--- config.mk ---
export PLATFORM = sky130hd
export DESIGN_NAME = frm_pkt_tx
export DESIGN_NICKNAME = d
export VERILOG_FILES = /design/src/rtl/frm_pkg.sv /design/src/rtl/frm_crc8.sv /design/src/rtl/frm_fetch.sv /design/src/rtl/frm_seq.sv /design/src/rtl/frm_pkt_tx.sv
export SDC_FILE = /design/constraint.sdc
export NUM_CORES = 1
export LEC_CHECK = 0
export CORE_ASPECT_RATIO = 2
export CORE_MARGIN = 8
export CORE_UTILIZATION = 45
export CTS_BUF_LIST = sky130_fd_sc_hd__clkbuf_16
export DETAILED_ROUTE_END_ITERATION = 16
export PLACE_DENSITY_LB_ADDON = 0.05
export SLEW_MARGIN = 5
export SYNTH_ARGS = -nofsm -noshare
export SYNTH_HDL_FRONTEND = slang
export SYNTH_SLANG_ARGS = --single-unit
--- constraint.sdc ---
create_clock -name clk -period 6.64 [get_ports clk]
set_input_delay 1.328 -clock clk [delete_from_list [all_inputs] [get_ports clk]]
set_output_delay 1.328 -clock clk [all_outputs]
set_load 0.05 [all_outputs]
--- src/rtl/frm_pkg.sv ---
package frm_pkg;

    typedef enum logic [2:0] {
        S_IDLE,
        S_SOF,
        S_TYPE,
        S_LEN,
        S_ADDR,
        S_PAY,
        S_CRC,
        S_EOF
    } frm_state_e;

    localparam logic [7:0] FRM_SOF_BYTE = 8'h3C;
    localparam logic [7:0] FRM_EOF_BYTE = 8'hA5;

    // one byte through an MSB-first CRC-8 shift register
    function automatic logic [7:0] crc8_step(input logic [7:0] crc_in,
                                             input logic [7:0] din,
                                             input logic [7:0] poly);
        logic [7:0] c;
        c = crc_in ^ din;
        for (int b = 0; b < 8; b++) begin
            if (c[7]) c = {c[6:0], 1'b0} ^ poly;
            else      c = {c[6:0], 1'b0};
        end
        return c;
    endfunction

endpackage

--- src/rtl/frm_crc8.sv ---
module frm_crc8 #(
    parameter logic [7:0] POLY = 8'h07,
    parameter logic [7:0] INIT = 8'h00
) (
    input  logic       clk,
    input  logic       rst_n,
    input  logic       clr,
    input  logic       en,
    input  logic [7:0] din,
    output logic [7:0] crc
);
    import frm_pkg::*;

    logic [7:0] crc_d, crc_q;

    always_comb begin
        crc_d = crc_q;
        if (clr)     crc_d = INIT;
        else if (en) crc_d = crc8_step(crc_q, din, POLY);
    end

    always_ff @(posedge clk or negedge rst_n) begin
        if (!rst_n) crc_q <= INIT;
        else        crc_q <= crc_d;
    end

    assign crc = crc_q;


    crc_clear_chk: assert property (@(posedge clk) disable iff (!rst_n)
        clr |=> (crc == INIT));

endmodule

--- src/rtl/frm_fetch.sv ---
module frm_fetch #(
    parameter int DW = 8
) (
    input  logic          clk,
    input  logic          rst_n,
    input  logic          want,
    input  logic          take,
    input  logic [DW-1:0] pl_data,
    output logic          pl_req,
    output logic          hold_v,
    output logic [DW-1:0] hold_data
);
    typedef struct packed {
        logic          pend;
        logic          v;
        logic [DW-1:0] data;
    } fetch_t;

    fetch_t f_d, f_q;

    always_comb begin
        f_d    = f_q;
        pl_req = want && !f_q.v && !f_q.pend;
        f_d.pend = pl_req;
        if (f_q.pend) begin
            f_d.v    = 1'b1;
            f_d.data = pl_data;
        end else if (take) begin
            f_d.v = 1'b0;
        end
    end

    always_ff @(posedge clk or negedge rst_n) begin
        if (!rst_n) f_q <= '0;
        else        f_q <= f_d;
    end

    assign hold_v    = f_q.v;
    assign hold_data = f_q.data;


    req_single_chk: assert property (@(posedge clk) disable iff (!rst_n)
        pl_req |=> !pl_req);

    req_fills_chk: assert property (@(posedge clk) disable iff (!rst_n)
        pl_req |=> ##1 hold_v);

    take_needs_byte_chk: assert property (@(posedge clk) disable iff (!rst_n)
        take |-> hold_v);

endmodule

--- src/rtl/frm_seq.sv ---
module frm_seq #(
    parameter int DW         = 8,
    parameter int ADDR_BYTES = 3
) (
    input  logic                     clk,
    input  logic                     rst_n,
    input  logic                     start,
    input  logic [DW-1:0]            hdr_type,
    input  logic [DW-1:0]            hdr_len,
    input  logic [DW*ADDR_BYTES-1:0] hdr_addr,
    input  logic                     out_ready,
    input  logic                     hold_v,
    input  logic [DW-1:0]            hold_data,
    input  logic [DW-1:0]            crc,
    output logic                     out_valid,
    output logic [DW-1:0]            out_data,
    output logic                     busy,
    output logic                     fetch_want,
    output logic                     pay_take,
    output logic                     crc_clr,
    output logic                     crc_en
);
    import frm_pkg::*;

    localparam int ADDR_W = DW * ADDR_BYTES;

    typedef struct packed {
        frm_state_e        st;
        logic [DW-1:0]     typ;
        logic [DW-1:0]     len;
        logic [ADDR_W-1:0] addr;
        logic [DW-1:0]     cnt;
    } seq_t;

    seq_t s_d, s_q;
    logic fire;
    logic [DW-1:0] addr_byte;

    always_comb begin
        addr_byte = '0;
        for (int i = 0; i < ADDR_BYTES; i++)
            if (s_q.cnt == DW'(i)) addr_byte = s_q.addr[i*DW +: DW];
    end

    always_comb begin
        out_valid = 1'b1;
        out_data  = '0;
        case (s_q.st)
            S_IDLE: out_valid = 1'b0;
            S_SOF:  out_data  = FRM_SOF_BYTE;
            S_TYPE: out_data  = s_q.typ;
            S_LEN:  out_data  = s_q.len;
            S_ADDR: out_data  = addr_byte;
            S_PAY: begin
                out_valid = hold_v;
                out_data  = hold_data;
            end
            S_CRC:  out_data  = crc;
            S_EOF:  out_data  = FRM_EOF_BYTE;
            default: out_valid = 1'b0;
        endcase
    end

    assign fire       = out_valid && out_ready;
    assign busy       = (s_q.st != S_IDLE);
    assign fetch_want = (s_q.st == S_PAY);
    assign pay_take   = (s_q.st == S_PAY) && fire;
    assign crc_clr    = (s_q.st == S_IDLE) && start;
    assign crc_en     = fire && (s_q.st == S_TYPE || s_q.st == S_LEN ||
                                 s_q.st == S_ADDR || s_q.st == S_PAY);

    always_comb begin
        s_d = s_q;
        case (s_q.st)
            S_IDLE: if (start) begin
                s_d.st   = S_SOF;
                s_d.typ  = hdr_type;
                s_d.len  = hdr_len;
                s_d.addr = hdr_addr;
                s_d.cnt  = '0;
            end
            S_SOF:  if (fire) s_d.st = S_TYPE;
            S_TYPE: if (fire) s_d.st = S_LEN;
            S_LEN:  if (fire) begin
                s_d.st  = S_ADDR;
                s_d.cnt = DW'(ADDR_BYTES - 1);
            end
            S_ADDR: if (fire) begin
                if (s_q.cnt == '0) s_d.st = S_PAY;
                else               s_d.cnt = s_q.cnt - 1'b1;
            end
            S_PAY:  if (fire) begin
                if (s_q.cnt == s_q.len) s_d.st = S_CRC;
                else                    s_d.cnt = s_q.cnt + 1'b1;
            end
            S_CRC:  if (fire) s_d.st = S_EOF;
            S_EOF:  if (fire) s_d.st = S_IDLE;
            default: s_d.st = S_IDLE;
        endcase
    end

    always_ff @(posedge clk or negedge rst_n) begin
        if (!rst_n) s_q <= '{st: S_IDLE, default: '0};
        else        s_q <= s_d;
    end


    hold_stall_chk: assert property (@(posedge clk) disable iff (!rst_n)
        (out_valid && !out_ready) |=> (out_valid && $stable(out_data)));

    busy_fall_chk: assert property (@(posedge clk) disable iff (!rst_n)
        $fell(busy) |-> $past(fire));

    idle_quiet_chk: assert property (@(posedge clk) disable iff (!rst_n)
        !busy |-> !out_valid);

    hdr_locked_chk: assert property (@(posedge clk) disable iff (!rst_n)
        (busy && start) |=> (s_q.typ == $past(s_q.typ) &&
                             s_q.addr == $past(s_q.addr) &&
                             s_q.len == $past(s_q.len)));

    pay_bound_chk: assert property (@(posedge clk) disable iff (!rst_n)
        (s_q.st == S_PAY) |-> (s_q.cnt <= s_q.len));

    eof_last_chk: assert property (@(posedge clk) disable iff (!rst_n)
        (s_q.st == S_EOF && fire) |=> !busy);

endmodule

--- src/rtl/frm_pkt_tx.sv ---
module frm_pkt_tx #(
    parameter int         DW         = 8,
    parameter int         ADDR_BYTES = 3,
    parameter logic [7:0] CRC_POLY   = 8'h07,
    parameter logic [7:0] CRC_INIT   = 8'h00
) (
    input  logic                     clk,
    input  logic                     rst_n,
    input  logic                     start,
    input  logic [DW-1:0]            hdr_type,
    input  logic [DW-1:0]            hdr_len,
    input  logic [DW*ADDR_BYTES-1:0] hdr_addr,
    output logic                     busy,
    output logic                     pl_req,
    input  logic [DW-1:0]            pl_data,
    output logic [DW-1:0]            out_data,
    output logic                     out_valid,
    input  logic                     out_ready
);
    logic          fetch_want, pay_take, crc_clr, crc_en, hold_v;
    logic [DW-1:0] hold_data, crc;

    frm_seq #(.DW(DW), .ADDR_BYTES(ADDR_BYTES)) u_seq (
        .clk(clk), .rst_n(rst_n), .start(start),
        .hdr_type(hdr_type), .hdr_len(hdr_len), .hdr_addr(hdr_addr),
        .out_ready(out_ready), .hold_v(hold_v), .hold_data(hold_data),
        .crc(crc), .out_valid(out_valid), .out_data(out_data),
        .busy(busy), .fetch_want(fetch_want), .pay_take(pay_take),
        .crc_clr(crc_clr), .crc_en(crc_en)
    );

    frm_fetch #(.DW(DW)) u_fetch (
        .clk(clk), .rst_n(rst_n), .want(fetch_want), .take(pay_take),
        .pl_data(pl_data), .pl_req(pl_req),
        .hold_v(hold_v), .hold_data(hold_data)
    );

    frm_crc8 #(.POLY(CRC_POLY), .INIT(CRC_INIT)) u_crc (
        .clk(clk), .rst_n(rst_n), .clr(crc_clr), .en(crc_en),
        .din(out_data), .crc(crc)
    );


    req_in_frame_chk: assert property (@(posedge clk) disable iff (!rst_n)
        pl_req |-> busy);

endmodule

Word level (Yosys, flattened, before mapping):

Index checks and enable logic that the tools add are counted.

* bits in registers: 69
* word-level logic and storage cells: 110

* reduce and logical (&&, ||, !) cells: 20
* bitwise operators: 9
* mux-type cells: 48
* equality and inequality tests: 22
* add/sub/neg operators: 2

Operators with widths (number)
* 2-to-1 mux 8 bit: 24
* one-hot mux 8 bit (7 select lines): 1
* 2-to-1 mux 3 bit: 17
* 2-to-1 mux 51 bit: 1
* one-hot mux 8 bit (4 select lines): 1
* inverter 3 bit: 8
* one-hot mux 3 bit (8 select lines): 1
* != test 2 x 1 -> 1 bit, second input constant: 7
* == test 3 bit, second input constant: 4
* != test 2 bit, second input constant: 5
* AND reduction 10 bit: 1
* adder 8 x 1 -> 8 bit, second input constant: 1
* == test 8 x 1 -> 1 bit, second input constant: 1
* == test 8 x 2 -> 1 bit, second input constant: 1
* == test 8 bit: 1
* logical NOT 8 bit: 1
* subtractor 8 x 1 -> 8 bit, second input constant: 1
* bitwise XOR 8 bit: 1
* AND reduction 7 bit: 1
* == test 3 x 2 -> 1 bit, second input constant: 2
* logical AND 1 bit: 6
* nonzero test 2 bit: 2
* nonzero test 4 bit: 1
* == test 3 x 1 -> 1 bit, second input constant: 1
* 7 further kinds: 11

Logic depth before layout (Yosys ltp):

Gate-level depths: netlist of run 1.

* word-level depth: 38
* depth in mapped cells: 11
* depth with buffers taken out: 10

Cells and area by module:

A second synthesis of run 1 with hierarchy kept.

* cells, all modules: 358
* area, all modules: 3997.6 um^2

Modules (own cells, without submodules)
* frm_seq: cells each 279, area an instance 2959.1 um^2, instances 1
* frm_crc8: cells each 57, area an instance 636.9 um^2, instances 1
* frm_fetch: cells each 22, area an instance 401.6 um^2, instances 1

Worst setup path before layout of run 1:

No wires, ideal clock.

* path type: flip-flop to output port
* start point: reg u_seq.s_q[49] (netlist bit)
* end point: out pl_req
* required time: 5.312 ns
* stages on the path, launching flop included: 6
* arrival time: 2.273 ns
* slack: 3.039 ns
* path buffers: 1
* cell sequence: dfrtp_1 > inv_1 > ha_1 > clkbuf_1 > nand2_1 > nor3_1

* cells in the longest elaborated chain, start to end: 3

RTL lines
* start, declared: RTL line frm_seq.sv:35 `seq_t s_d, s_q;`
* start signal, assigned: RTL line frm_seq.sv:103 `if (!rst_n) s_q <= '{st: S_IDLE, default: '0};`
* start signal, assigned: RTL line frm_seq.sv:104 `else s_q <= s_d;`
* == test 3 bit: RTL line frm_seq.sv:66 `assign fetch_want = (s_q.st == S_PAY);`
* logical AND 1 bit (2 in a row): RTL line frm_fetch.sv:23 `pl_req = want && !f_q.v && !f_q.pend;`
* end, declared: RTL line frm_pkt_tx.sv:14 `output logic pl_req,`

No other way between the ends.

Worst setup path after layout of run 1:

* start point: reg u_seq.s_q[49] (netlist bit)
* end point: out out_data[5]

* cells in the longest elaborated chain, start to end: 2
* elaborated cells on any way between the ends: 8

RTL lines
* == test 3 bit, or another cell as far along: RTL line frm_seq.sv:48 `case (s_q.st)`
* one-hot mux 8 bit (7 select lines) *: RTL line frm_seq.sv:48
* end, declared: RTL line frm_pkt_tx.sv:16 `output logic [DW-1:0] out_data,`

Mark *: on every way between the ends. The rest lies on a longest branch, timed or not.

==> results.rst, run 1 <==
.. list-table::
   :header-rows: 1

   * - Metric
     - Value
   * - Final Core Density
     - 56.3%
   * - Clock insertion delay at the later pin of the skew report
     - roughly 0.33 ns
   * - Fill cell total of the finished layout
     - between 700 and 800
   * - CTS tree
     - yes
   * - Nature of the critical path startpoint
     - flop
   * - Die Ht
     - 150 um
   * - Power density normalized to cell area
     - 651 nW/um2
   * - Layout cells sized above 1
     - between 10% and 20%
   * - Setup clock skew after layout
     - around 0.0065 ns
   * - Maximum frequency from static timing analysis
     - ~0.22 GHz
   * - Type of the most critical hold path
     - flop to flop
   * - Library cell with the largest summed area after synthesis
     - dfrtp_1
   * - Via count of the routed design
     - 3118
   * - CP Capture Type
     - output pin
   * - Beginning of the worst register-to-register path
     - u_seq.s_q[49]
   * - Residual DRC count
     - 0
   * - Termination of the worst setup path
     - out_data[5]
   * - Routed length per instance
     - between 20 and 25 um
   * - Global-route track usage on met3
     - under 10%
   * - Count of final max-slew check failures
     - 0
   * - Dpl hpwl
     - 8450 um
   * - Synthesized area
     - 4040 um2
   * - Final total negative setup slack
     - 0 ns
   * - Setup slack of the most critical reg-to-reg path
     - 2.94 ns
   * - Most common cell after layout, fill and taps aside
     - dfrtp_1
   * - Highest net fanout along the worst path
     - 15
   * - Area growth from synthesis to final layout
     - 23.9%
   * - Maximum level of the CTS H-tree
     - 3
   * - Most Used Layer, Global Route
     - met2
   * - Largest cells by area after synthesis
     - dfrtp_1, mux2_2, ha_1
   * - Total gr overflow
     - 0
   * - Yosys Warn Count
     - 0
   * - Core Region
     - 8890 um2
   * - Arrival time at the worst endpoint
     - 3.17 ns
   * - Post-cts sizing count
     - 0
   * - Count of input and output buffers
     - slightly above 60
   * - Finish-stage setup viols
     - 0
   * - Overall track demand over capacity in global routing
     - 18.2%
   * - Buffer depth of the longest clock path
     - 2
   * - Initial Util
     - ~45%
   * - Via count of the first global-routing pass
     - 3308
   * - Cell depth of the worst flop-to-flop path
     - 9
   * - Pin count of the biggest net entering global routing
     - 70
   * - Number of sinks handled by clock tree synthesis
     - 69
   * - Worst setup path class
     - flop to output pin
   * - Max-cap viol count
     - 0
   * - Antenna diode count
     - 0
   * - Clk pin slew, worst setup/hold paths
     - 0.06 ns
   * - Area of the die
     - 12500 um2
   * - I/O pin total
     - 63
   * - Number of CTS-inserted buffers
     - 9
   * - Outcome
     - finished clean
   * - Peak supply drop
     - 0.410 mV
   * - Global-route wire length before repair
     - approximately 18000 um
   * - GRT met2 Usage
     - 34.3%
   * - Clock Root Buffer
     - clkbuf_16
   * - Number of distinct library cells after synthesis
     - 56
   * - Pre-CTS setup slack
     - 2.53 ns
   * - Total detailed-routing wirelength
     - approximately 11000 um
   * - Tightest slew margin relative to the limit
     - between 10% and 20%
   * - Count of hold buffers inserted by post-cts repair
     - 0
   * - Initial DRC count
     - 177
   * - Synthesis-stage register bit count
     - 69
   * - Post-synthesis async set-or-reset flop share
     - 100%
   * - Post-synthesis cell count
     - 373
   * - Transition time at the pin with the least slew margin
     - 1.20 ns
   * - Reg-to-reg endpoint
     - u_seq.s_q[7]
   * - Leakage power summed over all cells
     - 2.08 nW
   * - Buffers inserted during post-CTS setup optimization
     - 0
   * - Share of Yosys cell area claimed by the top area cell type
     - 42.7%
   * - Smallest setup slack after layout
     - 2.14 ns
   * - Number of placement rows
     - 49
   * - Number of hold-slack violations in the final timing report
     - 0
   * - Critical path startpoint
     - u_seq.s_q[49]
   * - Layout net count
     - slightly below 500
   * - Ys flop type
     - dfrtp_1
   * - Part of the Yosys area used for sequential elements
     - 42.7%
   * - Share of the clock period used by the worst path after layout
     - 67.8%
   * - Final ANT Viol Nets
     - 0
   * - Detailed-router iteration count before antenna repair
     - 4
   * - Global placer's final weighted congestion
     - 0.898
   * - Unrepaired setup endpoints after global routing
     - no
   * - Total Power Consumption
     - 3.26 mW
   * - Req. time, crit path
     - 5.31 ns
   * - Met1 usage
     - 18.0%
   * - Post-synth EDFFs
     - 0
   * - Top library cells by usage in the layout, fill and taps aside
     - dfrtp_1, clkdlybuf4s50_1, mux2_2
   * - Post-layout minimum cycle time
     - 4.50 ns
   * - Post-synthesis average cell area
     - 10.8 um2
   * - Post-Syn Nets
     - 434
   * - Detailed-route vias per instance
     - 5.82
   * - Number of antenna violations at the first check in global routing
     - 0
   * - Horizontal extent of the die
     - 83.0 um
worst min path at each step:
stage,slack [ns],to,startpoint,depth (start not counted)
finish,0.50,u_seq.s_q[24],u_seq.s_q[24],1
global route,0.52,u_seq.s_q[8],u_seq.s_q[8],1
CTS,0.50,u_seq.s_q[24],u_seq.s_q[24],1
detailed placement,0.49,u_seq.s_q[24],u_seq.s_q[24],1
global placement,0.49,u_seq.s_q[24],u_seq.s_q[24],1
floorplan,0.47,u_seq.s_q[24],u_seq.s_q[24],1
cell families after synthesis:
| group | count (synthesis) | share of synthesized area (%) |
|---|---|---|
| compound gates | 92 | 16.4 |
| simple gates | 86 | 11.7 |
| flops | 69 | 42.7 |
| mux | 54 | 14.9 |
| buf+inv | 34 | 3.84 |
| xor+xnor | 29 | 7.70 |
| fa+ha+maj | 9 | 2.78 |
through the flow:
stage	hold slack, ns	cell area (um2)	std cells
floorplan	0.470	4040	373
global placement	0.486	4710	520
detailed placement	0.486	4710	520
CTS	0.499	5010	536
global route	0.522	5010	536
finish	0.498	5010	536
power by group:
part           switching [mW]  internal (mW)
Clock                   0.188          0.292
Combinational            1.06          0.873
Sequential              0.215          0.631
Total                    1.46           1.80
synth_stat cells, drive strengths merged, types with 5 or more instances:
master / instances
a21oi: 15
a221oi: 5
a22o: 5
a22oi: 7
buf: 9
clkbuf: 11
dfrtp: 69
ha: 9
inv: 14
mux2: 51
nand2: 22
nand2b: 7
nand3: 9
nor2: 16
nor2b: 8
o21ai: 19
o22ai: 7
o31ai: 7
xnor2: 13
xor2: 14
layer usage:
layer | part of all wire (%) | up-vias
met4 | 3.8 | 0
met1 | 36 | 1537
met5 | 0 | -
met3 | 3.7 | 27
li1 | - | 1470
met2 | 57 | 84
area by class of cell:
class / instances / area (um2) / share of cell area, %
multi-input combinational: 270 / 2160 / 43.2
sequential: 69 / 1730 / 34.5
timing repair buffer: 65 / 638 / 12.7
clock buffer: 9 / 225 / 4.50
tap: 102 / 128 / 2.55
clock inverter: 7 / 73.8 / 1.47
inverter: 14 / 52.6 / 1.05
sequential cells by signal, summed over array words and instances, names as in the netlist:
register / flops
u_crc.crc: 8
u_fetch.hold_data: 8
u_seq.s_q: 51
u_fetch.f_q: 1
u_fetch.hold_v: 1
worst max-delay path: stages, from the launching register on:
cell	delay [ns]
dfrtp_1	0.41
inv_1	0.09
ha_1	0.56
and2_1	0.53
a221oi_1	0.21
o31ai_2	0.14
clkdlybuf4s50_1	0.89
Power figures use the tool's default switching activity.
==> run 2: changes to the inputs <==
==> constraint.sdc (replaced) <==
create_clock -name clk -period 4.41 [get_ports clk]
set_input_delay 0.882 -clock clk [delete_from_list [all_inputs] [get_ports clk]]
set_output_delay 0.882 -clock clk [all_outputs]
set_load 0.05 [all_outputs]
==> run 2 against run 1 <==
Power is 51% higher. Register-to-register slack got worse by 1.7 ns. Final area is 0.75% higher. Clock skew fell by 0.0026 ns. Critical endpoint is now out_data[2]. Largest cell class unchanged. Count of clock-buffer cells in the layout unchanged.
==> results.rst, run 2 (synthesized netlist as in run 1, its figures left out) <==
.. list-table::
   :header-rows: 1

   * - Metric
     - Value
   * - Portion of total power attributed to combinational logic
     - 59.7%
   * - Setup clock skew after layout
     - 0.00390 ns
   * - Tightest slew margin relative to the limit
     - 47.4%
   * - Number of CTS-inserted buffers
     - 9
   * - Detailed-route vias per instance
     - around 5.9
   * - Via count of the first global-routing pass
     - roughly 3400
   * - Clk network pwr share
     - 14.6%
   * - Max-cap viol count
     - 0
   * - Final total negative setup slack
     - 0 ns
   * - Number of sinks handled by clock tree synthesis
     - 69
   * - Arrival time at the worst endpoint
     - between 3 and 4 ns
   * - Internal
     - between 2 and 3 mW
   * - Global placer's final weighted congestion
     - 0.920
   * - Detailed-router iteration count before antenna repair
     - 4
   * - Cell with the largest stage delay on the worst path
     - clkdlybuf4s50_1
   * - Maximum frequency from static timing analysis
     - approximately 0.25 GHz
   * - Leakage power summed over all cells
     - roughly 2.1 nW
   * - Setup slack of the most critical reg-to-reg path
     - about 1.3 ns
   * - Final Core Density
     - 56.8%
   * - Layout net count
     - slightly below 500
   * - Switching part of the total power
     - between 40% and 50%
   * - Register with the most flip-flops
     - u_seq.s_q
   * - Post-layout minimum cycle time
     - 3.94 ns
   * - Count of final max-slew check failures
     - 0
   * - Unrepaired setup endpoints after global routing
     - no
   * - Nature of the critical path startpoint
     - flop
   * - Peak supply drop
     - 0.636 mV
   * - Clk pin slew, worst setup/hold paths
     - 0.06 ns
   * - Initial Util
     - 45.5%
   * - Clock insertion delay at the later pin of the skew report
     - around 0.33 ns
   * - Via count of the routed design
     - 3172
   * - Worst setup path class
     - flop to output pin
   * - Portion of total power attributed to sequential cells
     - between 20% and 30%
   * - Number of placement rows
     - 49
   * - Pin count of the biggest net entering global routing
     - 37
   * - Horizontal extent of the die
     - 83.0 um
   * - Initial DRC count
     - 221
   * - Layout cells sized above 1
     - between 20% and 30%
   * - Clock Root Buffer
     - clkbuf_16
   * - Number of hold-slack violations in the final timing report
     - 0
   * - Routed length per instance
     - just over 20 um
   * - Finish-stage setup viols
     - 0
   * - Req. time, crit path
     - ~3.5 ns
   * - Buffer depth of the longest clock path
     - 2
   * - Total gr overflow
     - 0
   * - Max incr delay on CP
     - 0.90 ns
   * - Switching Power
     - 2.20 mW
   * - Crit-path cells
     - inv_1 -> ha_1 -> nor2b_1 -> a221oi_1 -> o31ai_2 -> clkdlybuf4s50_1
   * - Highest net fanout along the worst path
     - 6
   * - CP Capture Type
     - output pin
   * - Maximum level of the CTS H-tree
     - 3
   * - Overall track demand over capacity in global routing
     - 18.3%
   * - Share of the clock period used by the worst path after layout
     - around 90%
   * - Total detailed-routing wirelength
     - 11100 um
   * - Final ANT Viol Nets
     - 0
   * - I/O pin total
     - 63
   * - Number of antenna violations at the first check in global routing
     - 0
   * - Core Region
     - roughly 8900 um2
   * - CTS tree
     - yes
   * - Outcome
     - finished clean
   * - Global-route wire length before repair
     - approximately 18000 um
   * - Count of hold buffers inserted by post-cts repair
     - 0
   * - Flip-flop count of the largest register, all copies and words added
     - ~50
   * - Antenna diode count
     - 0
   * - Power density normalized to cell area
     - 977 nW/um2
   * - Area of the die
     - 12500 um2
   * - Transition time at the pin with the least slew margin
     - 0.789 ns
   * - Buffers inserted during post-CTS setup optimization
     - 0
   * - Top library cells by usage in the layout, fill and taps aside
     - dfrtp_1, clkdlybuf4s50_1, mux2_2
   * - Most common cell after layout, fill and taps aside
     - dfrtp_1
   * - Post-cts sizing count
     - 0
   * - Type of the most critical hold path
     - flop to flop
   * - Residual DRC count
     - 0
   * - Dpl hpwl
     - 8710 um
   * - Die Ht
     - 150 um
   * - Area growth from synthesis to final layout
     - 24.8%
   * - Count of input and output buffers
     - 62
-- run 2: power by group through the flow --
| stage | Combinational (mW) | Clock [mW] | Sequential (mW) |
|---|---|---|---|
| after floorplan | 2.32 | 0 | 1.12 |
| after global placement | 2.92 | 0 | 1.27 |
| after detailed placement | 2.94 | 0 | 1.28 |
| after CTS | 2.96 | 0.738 | 1.27 |
| after global routing | 3.18 | 0.763 | 1.30 |
| final | 2.94 | 0.720 | 1.27 |
-- run 2: stage by stage --
step | hold WS [ns] | setup WS [ns] | area, um2 | instances | total power [mW]
finish | 0.506 | 0.470 | 5050 | 541 | 4.93
global route | 0.530 | 0.275 | 5050 | 541 | 5.24
CTS | 0.512 | 0.459 | 5050 | 541 | 4.97
detailed placement | 0.499 | 0.839 | 4750 | 525 | 4.22
global placement | 0.488 | 0.928 | 4750 | 525 | 4.20
floorplan | 0.470 | 1.18 | 4040 | 373 | 3.45
-- run 2: worst max-delay path: cells and delay by family (launching register included) --
kind	cells	cell delay, ns
buffers and inverters	2	1.06
AOI/OAI and AO/OA	2	0.57
DFF	1	0.44
and+or+nand+nor	1	0.34
adders and majority gates	1	0.32
-- run 2: final timing paths --
path,from,to,depth (start not counted)
max,u_seq.s_q[0],out_data[2],6
min,u_fetch.hold_data[3],u_fetch.hold_data[3],1
max reg2reg,u_seq.s_q[1],u_crc.crc[3],10
min reg2reg,u_fetch.hold_data[3],u_fetch.hold_data[3],1
max in group asynchronous,rst_n,u_seq.s_q[29],2
min in group asynchronous,rst_n,u_seq.s_q[50],1
-- run 2: metal layers --
metal,part of all wire [%],vias to the layer above,track usage (%)
met5,0,-,0
met3,3.1,33,3.76
met4,6.3,0,13.3
li1,-,1489,-
met1,36,1574,17.6
met2,55,76,33.5
-- run 2: final cells by class --
cell class / instances / area [um2]
Sequential cell: 69 / 1730
Tap cell: 102 / 128
Timing Repair Buffer: 70 / 676
Multi-Input combinational cell: 270 / 2160
Inverter: 14 / 52.6
Clock buffer: 9 / 225
Clock inverter: 7 / 73.8
Fill cell: 778 / 3840
